File: src/rtl/tmr_pkg.sv
package tmr_pkg;

  localparam int ADDR_W = 3;

  localparam logic [ADDR_W-1:0] ADDR_CTRL = 3'd0;
  localparam logic [ADDR_W-1:0] ADDR_IEN  = 3'd1;
  localparam logic [ADDR_W-1:0] ADDR_STS  = 3'd2;
  localparam logic [ADDR_W-1:0] ADDR_EVG  = 3'd3;
  localparam logic [ADDR_W-1:0] ADDR_CNT  = 3'd4;
  localparam logic [ADDR_W-1:0] ADDR_PSC  = 3'd5;
  localparam logic [ADDR_W-1:0] ADDR_ARR  = 3'd6;

  localparam int BIT_RUN = 0;
  localparam int BIT_DIS = 1;
  localparam int BIT_SRC = 2;
  localparam int BIT_OPM = 3;
  localparam int BIT_SHD = 7;

  typedef struct packed {
    logic countEn;
    logic reinit;
    logic loadShadow;
    logic cntWrite;
    logic arrDirect;
  } tmrStrobe_t;

endpackage

File: src/rtl/tmr_datapath.sv
module tmr_datapath
  import tmr_pkg::*;
#(
  parameter int CNT_W = 16,
  parameter int PSC_W = 16
) (
  input  logic             clk,
  input  logic             rstN,
  input  tmrStrobe_t       st,
  input  logic [PSC_W-1:0] pscPre,
  input  logic [CNT_W-1:0] arrPre,
  input  logic [CNT_W-1:0] cntWdata,
  output logic [CNT_W-1:0] cnt,
  output logic             ovf
);

  localparam logic [CNT_W-1:0] CNT_ONE = CNT_W'(1);
  localparam logic [PSC_W-1:0] PSC_ONE = PSC_W'(1);

  logic [PSC_W-1:0] pscCnt;
  logic [PSC_W-1:0] pscShadow;
  logic [CNT_W-1:0] arrShadow;
  logic [CNT_W-1:0] arrEff;
  logic             tick;

  always_comb begin
    arrEff = st.arrDirect ? arrPre : arrShadow;
    tick   = st.countEn && (pscCnt == pscShadow);
    ovf    = tick && (cnt == arrEff);
  end

  always_ff @(posedge clk or negedge rstN) begin
    if (!rstN) begin
      pscShadow <= '0;
      arrShadow <= '1;
    end else if (st.loadShadow) begin
      pscShadow <= pscPre;
      arrShadow <= arrPre;
    end
  end

  always_ff @(posedge clk or negedge rstN) begin
    if (!rstN) begin
      pscCnt <= '0;
    end else if (st.reinit) begin
      pscCnt <= '0;
    end else if (st.countEn) begin
      pscCnt <= tick ? '0 : pscCnt + PSC_ONE;
    end
  end

  always_ff @(posedge clk or negedge rstN) begin
    if (!rstN) begin
      cnt <= '0;
    end else if (st.reinit) begin
      cnt <= '0;
    end else if (st.cntWrite) begin
      cnt <= cntWdata;
    end else if (tick) begin
      cnt <= ovf ? '0 : cnt + CNT_ONE;
    end
  end

  assert_count_hold_R3: assert property (@(posedge clk) disable iff (!rstN)
    (!st.countEn && !st.reinit && !st.cntWrite) |=> $stable(cnt));

  assert_reinit_zero_R5: assert property (@(posedge clk) disable iff (!rstN)
    st.reinit |=> (cnt == '0 && pscCnt == '0));

  assert_wrap_zero_R2: assert property (@(posedge clk) disable iff (!rstN)
    (ovf && !st.reinit && !st.cntWrite) |=> (cnt == '0));

endmodule

File: src/rtl/tmr_ctrl.sv
module tmr_ctrl
  import tmr_pkg::*;
#(
  parameter int CNT_W = 16,
  parameter int PSC_W = 16
) (
  input  logic              clk,
  input  logic              rstN,
  input  logic              regWe,
  input  logic [ADDR_W-1:0] regAddr,
  input  logic [CNT_W-1:0]  regWdata,
  output logic [CNT_W-1:0]  regRdata,
  input  logic              ovf,
  input  logic [CNT_W-1:0]  cnt,
  output tmrStrobe_t        st,
  output logic [PSC_W-1:0]  pscPre,
  output logic [CNT_W-1:0]  arrPre,
  output logic [CNT_W-1:0]  cntWdata,
  output logic              updReq,
  output logic              trgOut
);

  localparam logic [CNT_W-1:0] CTRL_MASK =
    CNT_W'((1 << BIT_RUN) | (1 << BIT_DIS) | (1 << BIT_SRC) | (1 << BIT_OPM) | (1 << BIT_SHD));

  logic runEn, updDis, updSrc, onePulse, shdEn;
  logic reqEn, flag, ugBit;
  logic wrCtrl, wrIen, wrSts, wrEvg, wrCnt, wrPsc, wrArr;
  logic uev, reqEv;
  logic [CNT_W-1:0] ctrlView;

  always_comb begin
    wrCtrl = regWe && (regAddr == ADDR_CTRL);
    wrIen  = regWe && (regAddr == ADDR_IEN);
    wrSts  = regWe && (regAddr == ADDR_STS);
    wrEvg  = regWe && (regAddr == ADDR_EVG);
    wrCnt  = regWe && (regAddr == ADDR_CNT);
    wrPsc  = regWe && (regAddr == ADDR_PSC);
    wrArr  = regWe && (regAddr == ADDR_ARR);
    uev    = !updDis && (ovf || ugBit);
    reqEv  = uev && (ovf || !updSrc);
  end

  always_ff @(posedge clk or negedge rstN) begin
    if (!rstN) begin
      runEn    <= 1'b0;
      updDis   <= 1'b0;
      updSrc   <= 1'b0;
      onePulse <= 1'b0;
      shdEn    <= 1'b0;
    end else if (wrCtrl) begin
      runEn    <= regWdata[BIT_RUN];
      updDis   <= regWdata[BIT_DIS];
      updSrc   <= regWdata[BIT_SRC];
      onePulse <= regWdata[BIT_OPM];
      shdEn    <= regWdata[BIT_SHD];
    end else if (uev && onePulse) begin
      runEn    <= 1'b0;
    end
  end

  always_ff @(posedge clk or negedge rstN) begin
    if (!rstN) begin
      reqEn  <= 1'b0;
      flag   <= 1'b0;
      ugBit  <= 1'b0;
      trgOut <= 1'b0;
      pscPre <= '0;
      arrPre <= '1;
    end else begin
      ugBit  <= wrEvg && regWdata[0];
      trgOut <= uev;
      if (wrIen) reqEn <= regWdata[0];
      if (reqEv) flag <= 1'b1;
      else if (wrSts && !regWdata[0]) flag <= 1'b0;
      if (wrPsc) pscPre <= PSC_W'(regWdata);
      if (wrArr) arrPre <= regWdata;
    end
  end

  always_comb begin
    st.countEn    = runEn;
    st.reinit     = ugBit;
    st.loadShadow = uev;
    st.cntWrite   = wrCnt;
    st.arrDirect  = !shdEn;
    cntWdata      = regWdata;
    updReq        = flag && reqEn;
  end

  always_comb begin
    ctrlView          = '0;
    ctrlView[BIT_RUN] = runEn;
    ctrlView[BIT_DIS] = updDis;
    ctrlView[BIT_SRC] = updSrc;
    ctrlView[BIT_OPM] = onePulse;
    ctrlView[BIT_SHD] = shdEn;
    case (regAddr)
      ADDR_CTRL: regRdata = ctrlView;
      ADDR_IEN:  regRdata = CNT_W'(reqEn);
      ADDR_STS:  regRdata = CNT_W'(flag);
      ADDR_EVG:  regRdata = CNT_W'(ugBit);
      ADDR_CNT:  regRdata = cnt;
      ADDR_PSC:  regRdata = CNT_W'(pscPre);
      ADDR_ARR:  regRdata = arrPre;
      default:   regRdata = '0;
    endcase
  end

  assert_opm_stop_R4: assert property (@(posedge clk) disable iff (!rstN)
    (uev && onePulse && !wrCtrl) |=> !runEn);

  assert_dis_no_trig_R6: assert property (@(posedge clk) disable iff (!rstN)
    updDis |=> !trgOut);

  assert_src_keep_flag_R7: assert property (@(posedge clk) disable iff (!rstN)
    (ugBit && !ovf && updSrc && !wrSts) |=> $stable(flag));

  assert_ug_selfclear_R10: assert property (@(posedge clk) disable iff (!rstN)
    (ugBit && !(wrEvg && regWdata[0])) |=> !ugBit);

  assert_reserved_zero_R9: assert property (@(posedge clk) disable iff (!rstN)
    (regAddr == ADDR_CTRL) |-> ((regRdata & ~CTRL_MASK) == '0));

endmodule

File: src/rtl/tmr_basic.sv
module tmr_basic
  import tmr_pkg::*;
#(
  parameter int CNT_W = 16,
  parameter int PSC_W = 16
) (
  input  logic              clk,
  input  logic              rstN,
  input  logic              regWe,
  input  logic [ADDR_W-1:0] regAddr,
  input  logic [CNT_W-1:0]  regWdata,
  output logic [CNT_W-1:0]  regRdata,
  output logic              updReq,
  output logic              trgOut
);

  tmrStrobe_t       st;
  logic [PSC_W-1:0] pscPre;
  logic [CNT_W-1:0] arrPre;
  logic [CNT_W-1:0] cntWdata;
  logic [CNT_W-1:0] cnt;
  logic             ovf;

  tmr_ctrl #(.CNT_W(CNT_W), .PSC_W(PSC_W)) uCtrl (
    .clk(clk), .rstN(rstN), .regWe(regWe), .regAddr(regAddr),
    .regWdata(regWdata), .regRdata(regRdata), .ovf(ovf), .cnt(cnt),
    .st(st), .pscPre(pscPre), .arrPre(arrPre), .cntWdata(cntWdata),
    .updReq(updReq), .trgOut(trgOut)
  );

  tmr_datapath #(.CNT_W(CNT_W), .PSC_W(PSC_W)) uDp (
    .clk(clk), .rstN(rstN), .st(st), .pscPre(pscPre), .arrPre(arrPre),
    .cntWdata(cntWdata), .cnt(cnt), .ovf(ovf)
  );

endmodule

File: config.mk
export PLATFORM = sky130hd
export DESIGN_NAME = tmr_basic
export DESIGN_NICKNAME = d
export VERILOG_FILES = /design/src/rtl/tmr_pkg.sv /design/src/rtl/tmr_datapath.sv /design/src/rtl/tmr_ctrl.sv /design/src/rtl/tmr_basic.sv
export SDC_FILE = /design/constraint.sdc
export NUM_CORES = 1
export LEC_CHECK = 0
export ABC_AREA = 1
export BUFFER_PORTS_ARGS = -buffer_cell sky130_fd_sc_hd__buf_2
export CAP_MARGIN = 10
export CORE_MARGIN = 2
export CORE_UTILIZATION = 30
export DETAILED_ROUTE_END_ITERATION = 10
export PLACE_DENSITY = 0.52
export RECOVER_POWER = 50
export SLEW_MARGIN = 25
export SYNTH_ARGS = -nofsm -noshare
export SYNTH_HDL_FRONTEND = slang
export SYNTH_SLANG_ARGS = --single-unit
File: constraint.sdc
create_clock -name clk -period 3.6 [get_ports clk]
set_clock_uncertainty 0.05 [all_clocks]
set_input_delay 0.18 -clock clk [delete_from_list [all_inputs] [get_ports clk]]
set_output_delay 0.18 -clock clk [all_outputs]
set_load 0.03 [all_outputs]
==> results.toml <==
[run_status]
status = "complete, but fails checks"
violations = "max-capacitance violations, max-slew violations"

[clock_network]
clkLatencyLatePin_ns = 0.37
clock-sinks = 105
root_buffer = "clkbuf_16"
h-tree-depth = 3
clk_pin_slew_worst_paths_ns = 0.08
cts_buffers = 9
cts.path.max_buffers = 2
tritoncts = "done"

[worst_setup_path]
endpoint_kind = "flop"
slowest_delay_ns = 0.40
cp_max_fo = 32
crit_arrival_ns = 3.09
worstPathRequired_ns = 3.80
crit_slowest_cell = "buf_4"
crit_path_frequent_cell = "nand2_1"
cp_cell_sequence = "inv_2 > nand2_1 > nand3_1 > nand2_1 > nor2_1 > nand2_1 > nor2_2 > nand3_4 > nand2_2 > nand2_2 > buf_4 > nand2_1 > o21ai_2"
reg2reg_slack_ns = 0.71
startpoint_type = "flop"
worstSetupPathType = "flop to flop"

[logic_synthesis]
synth_area_leaders = "dfrtp_1, nand2_1, dfstp_2"
ys_seq_area_frac = 0.442
yosys.area.top_type = "dfrtp_1"
syn_avg_cell_area_um2 = 7.02
yosys_warnings = 0
yosysUniqueCellTypes = 36
ys_ff_latch = 105
postSynthCellCount = 860
syn_area_mm2 = 0.00604
synthesis.nets = 884
synthFlopType = "dfrtp_1"
synth_edf_count = 0
synth-async-reset-ratio = 1.00
synth_top_area_share = 0.303

[die]
core.rowCount = 51
dieWidth_um = 146
dieArea_mm2 = 0.0213
initial_utilization = 0.308
pin_count = 40
die_h_um = 146
core_area_mm2 = 0.0196

[power_and_ir_drop]
cellPowerDensity_mw_per_mm2 = 610
p_leak_nw = 3.47
vdd_drop_max_mv = 0.253

[detailed_routing]
drtIter0Drc = 355
wirelength_um = 17500
drcViolationCount = 0
via_per_inst = 4.59
dr.pass1.iters = 5
ant_nets = 0
wl_per_cell_um = 15.0
dr_total_vias = 5366

[layout]
drive_above_1_share = 0.116
multi_input_area_mm2 = 0.00273
diodes = 0
num-nets-final = 922
final_util = 0.349
n_fill_cell = 2122
ff_latch_area_mm2 = 0.00267
area_growth_pct = 13.1

[timing]
finalSetupTns_ns = 0
drv_slew = 59
worst-slew-pin-transition_ns = 1.55
hold_viol_final = 0
rsz0062_at_grt = "no"
setup_viol = 0
period_needed_ns = 2.89
fmax_ghz = 0.345
slew_headroom = -0.0307
fin_crit_sh = 0.804

[grt]
gr-total-overflow = 0
track_usage = 0.169
grt_pass1_vias = 5216
grt_max_degree = 59
grt_pass1_wl_um = 28300
antenna_found_initial = 0

[min_path]
hold_class = "input pin to flop"

[placement]
dpl.hpwl_um = 12300
io_buffers = 39
place.gp.congestion = 0.816

[run]
maxCapViolations = 1
## layout make-up
type / count / area share
Clock buffer: 9 / 0.0330
Clock inverter: 7 / 0.0148
Inverter: 131 / 0.0720
Multi-Input combinational cell: 599 / 0.399
Sequential cell: 105 / 0.391
Tap cell: 265 / 0.0486
Timing Repair Buffer: 52 / 0.0414
## report_power, final
group	total [W]	internal, W	switching [W]
Sequential	0.00177	0.00150	0.000270
Combinational	0.00127	0.000459	0.000814
Clock	0.00112	0.000618	0.000502
## synth_stat cells (2+ instances only)
library cell,n
buf_2,2
o221ai_1,11
o22ai_1,11
nor2_1,43
buf_6,6
ha_1,2
nand3_1,45
clkbuf_1,14
buf_4,2
nor3_1,16
nand4_1,3
a221o_1,2
dfstp_2,32
o21ai_1,20
nor2_2,3
nand2_2,2
a21oi_1,10
xor2_1,13
nand2_1,342
dfrtp_1,73
o21ai_0,54
inv_2,3
inv_1,127
xnor2_1,8
and2_1,2
o21ai_2,4
## critical path, delay by kind of cell (launching register included)
| family | cells | cell delay [ns] |
|---|---|---|
| buffers and inverters | 2 | 0.72 |
| AND/OR/NAND/NOR | 10 | 1.55 |
| AO/OA/AOI/OAI | 1 | 0.05 |
| flip-flops | 1 | 0.39 |
## cell families after synthesis
logic type               synth area share
buffers and inverters               0.106
XOR/XNOR                           0.0305
adder cells (fa/ha/maj)           0.00415
AND/OR/NAND/NOR                     0.308
AO/OA/AOI/OAI                       0.110
flip-flops                          0.442
## metrics by stage
stage	instance area [um2]	instances	total power (W)	hold WS (ns)	setup slack, ns
2_1_floorplan	6040	860	0.00270	-0.166	1.67
3_5_place_dp	6500	1150	0.00307	0.275	0.688
5_1_grt	6830	1168	0.00448	0.0240	0.259
3_3_place_gp	6500	1150	0.00306	0.270	0.744
4_1_cts	6850	1168	0.00420	0.00671	0.667
6_report	6830	1168	0.00417	0.0122	0.705
## per-layer routing
metal / up-vias / routed length, um / track usage
met5: - / 0 / 0
met4: 0 / 262 / 0.0446
met3: 16 / 720 / 0.0298
met2: 88 / 8300 / 0.282
met1: 2504 / 8210 / 0.227
li1: 2758 / - / -
## path summary, 6_finish.rpt
check | start | end | cells after the start
worst max-delay path | uCtrl.shdEn | uDp.pscShadow[0] | 13
worst min-delay path | regWdata[15] | uCtrl.arrPre[15] | 3
worst max register to register | uCtrl.shdEn | uDp.pscShadow[0] | 13
worst min register to register | uDp.arrShadow[6] | uDp.arrShadow[6] | 2
max in group asynchronous | rstN | uCtrl.trgOut | 3
min in group asynchronous | rstN | uDp.pscCnt[1] | 2
## cell usage in the layout (no fill, tap or decap), drive strengths merged, types with 2 or more instances in the layout
master,n
and2,2
nand4,3
o21ai,78
ha,2
bufinv,2
xnor2,8
nor3,16
a221o,2
xor2,13
dfstp,32
o221ai,11
o22ai,11
nand3,46
buf,43
nor2,46
clkbuf,16
inv,132
clkinv,3
nand2,344
dfrtp,73
dlygate4sd3,2
a21oi,10
## registers in the layout, summed over array words and instances, names as in the netlist
register / flops
uCtrl.shdEn: 1
uCtrl.updSrc: 1
uCtrl.arrPre: 16
uCtrl.pscPre: 16
uCtrl.trgOut: 1
uCtrl.onePulse: 1
uCtrl.reqEn: 1
uCtrl.ugBit: 1
uDp.cnt: 16
uCtrl.runEn: 1
uDp.arrShadow: 16
uDp.pscShadow: 16
uDp.pscCnt: 16
uCtrl.flag: 1
uCtrl.updDis: 1
## what timing repair did
action,4_1_cts,5_1_grt
resized for setup,0,0
hold endpoints to repair,37,0
setup buffers,0,0
hold buffers,2,0
(Power assumes the default switching activity.)
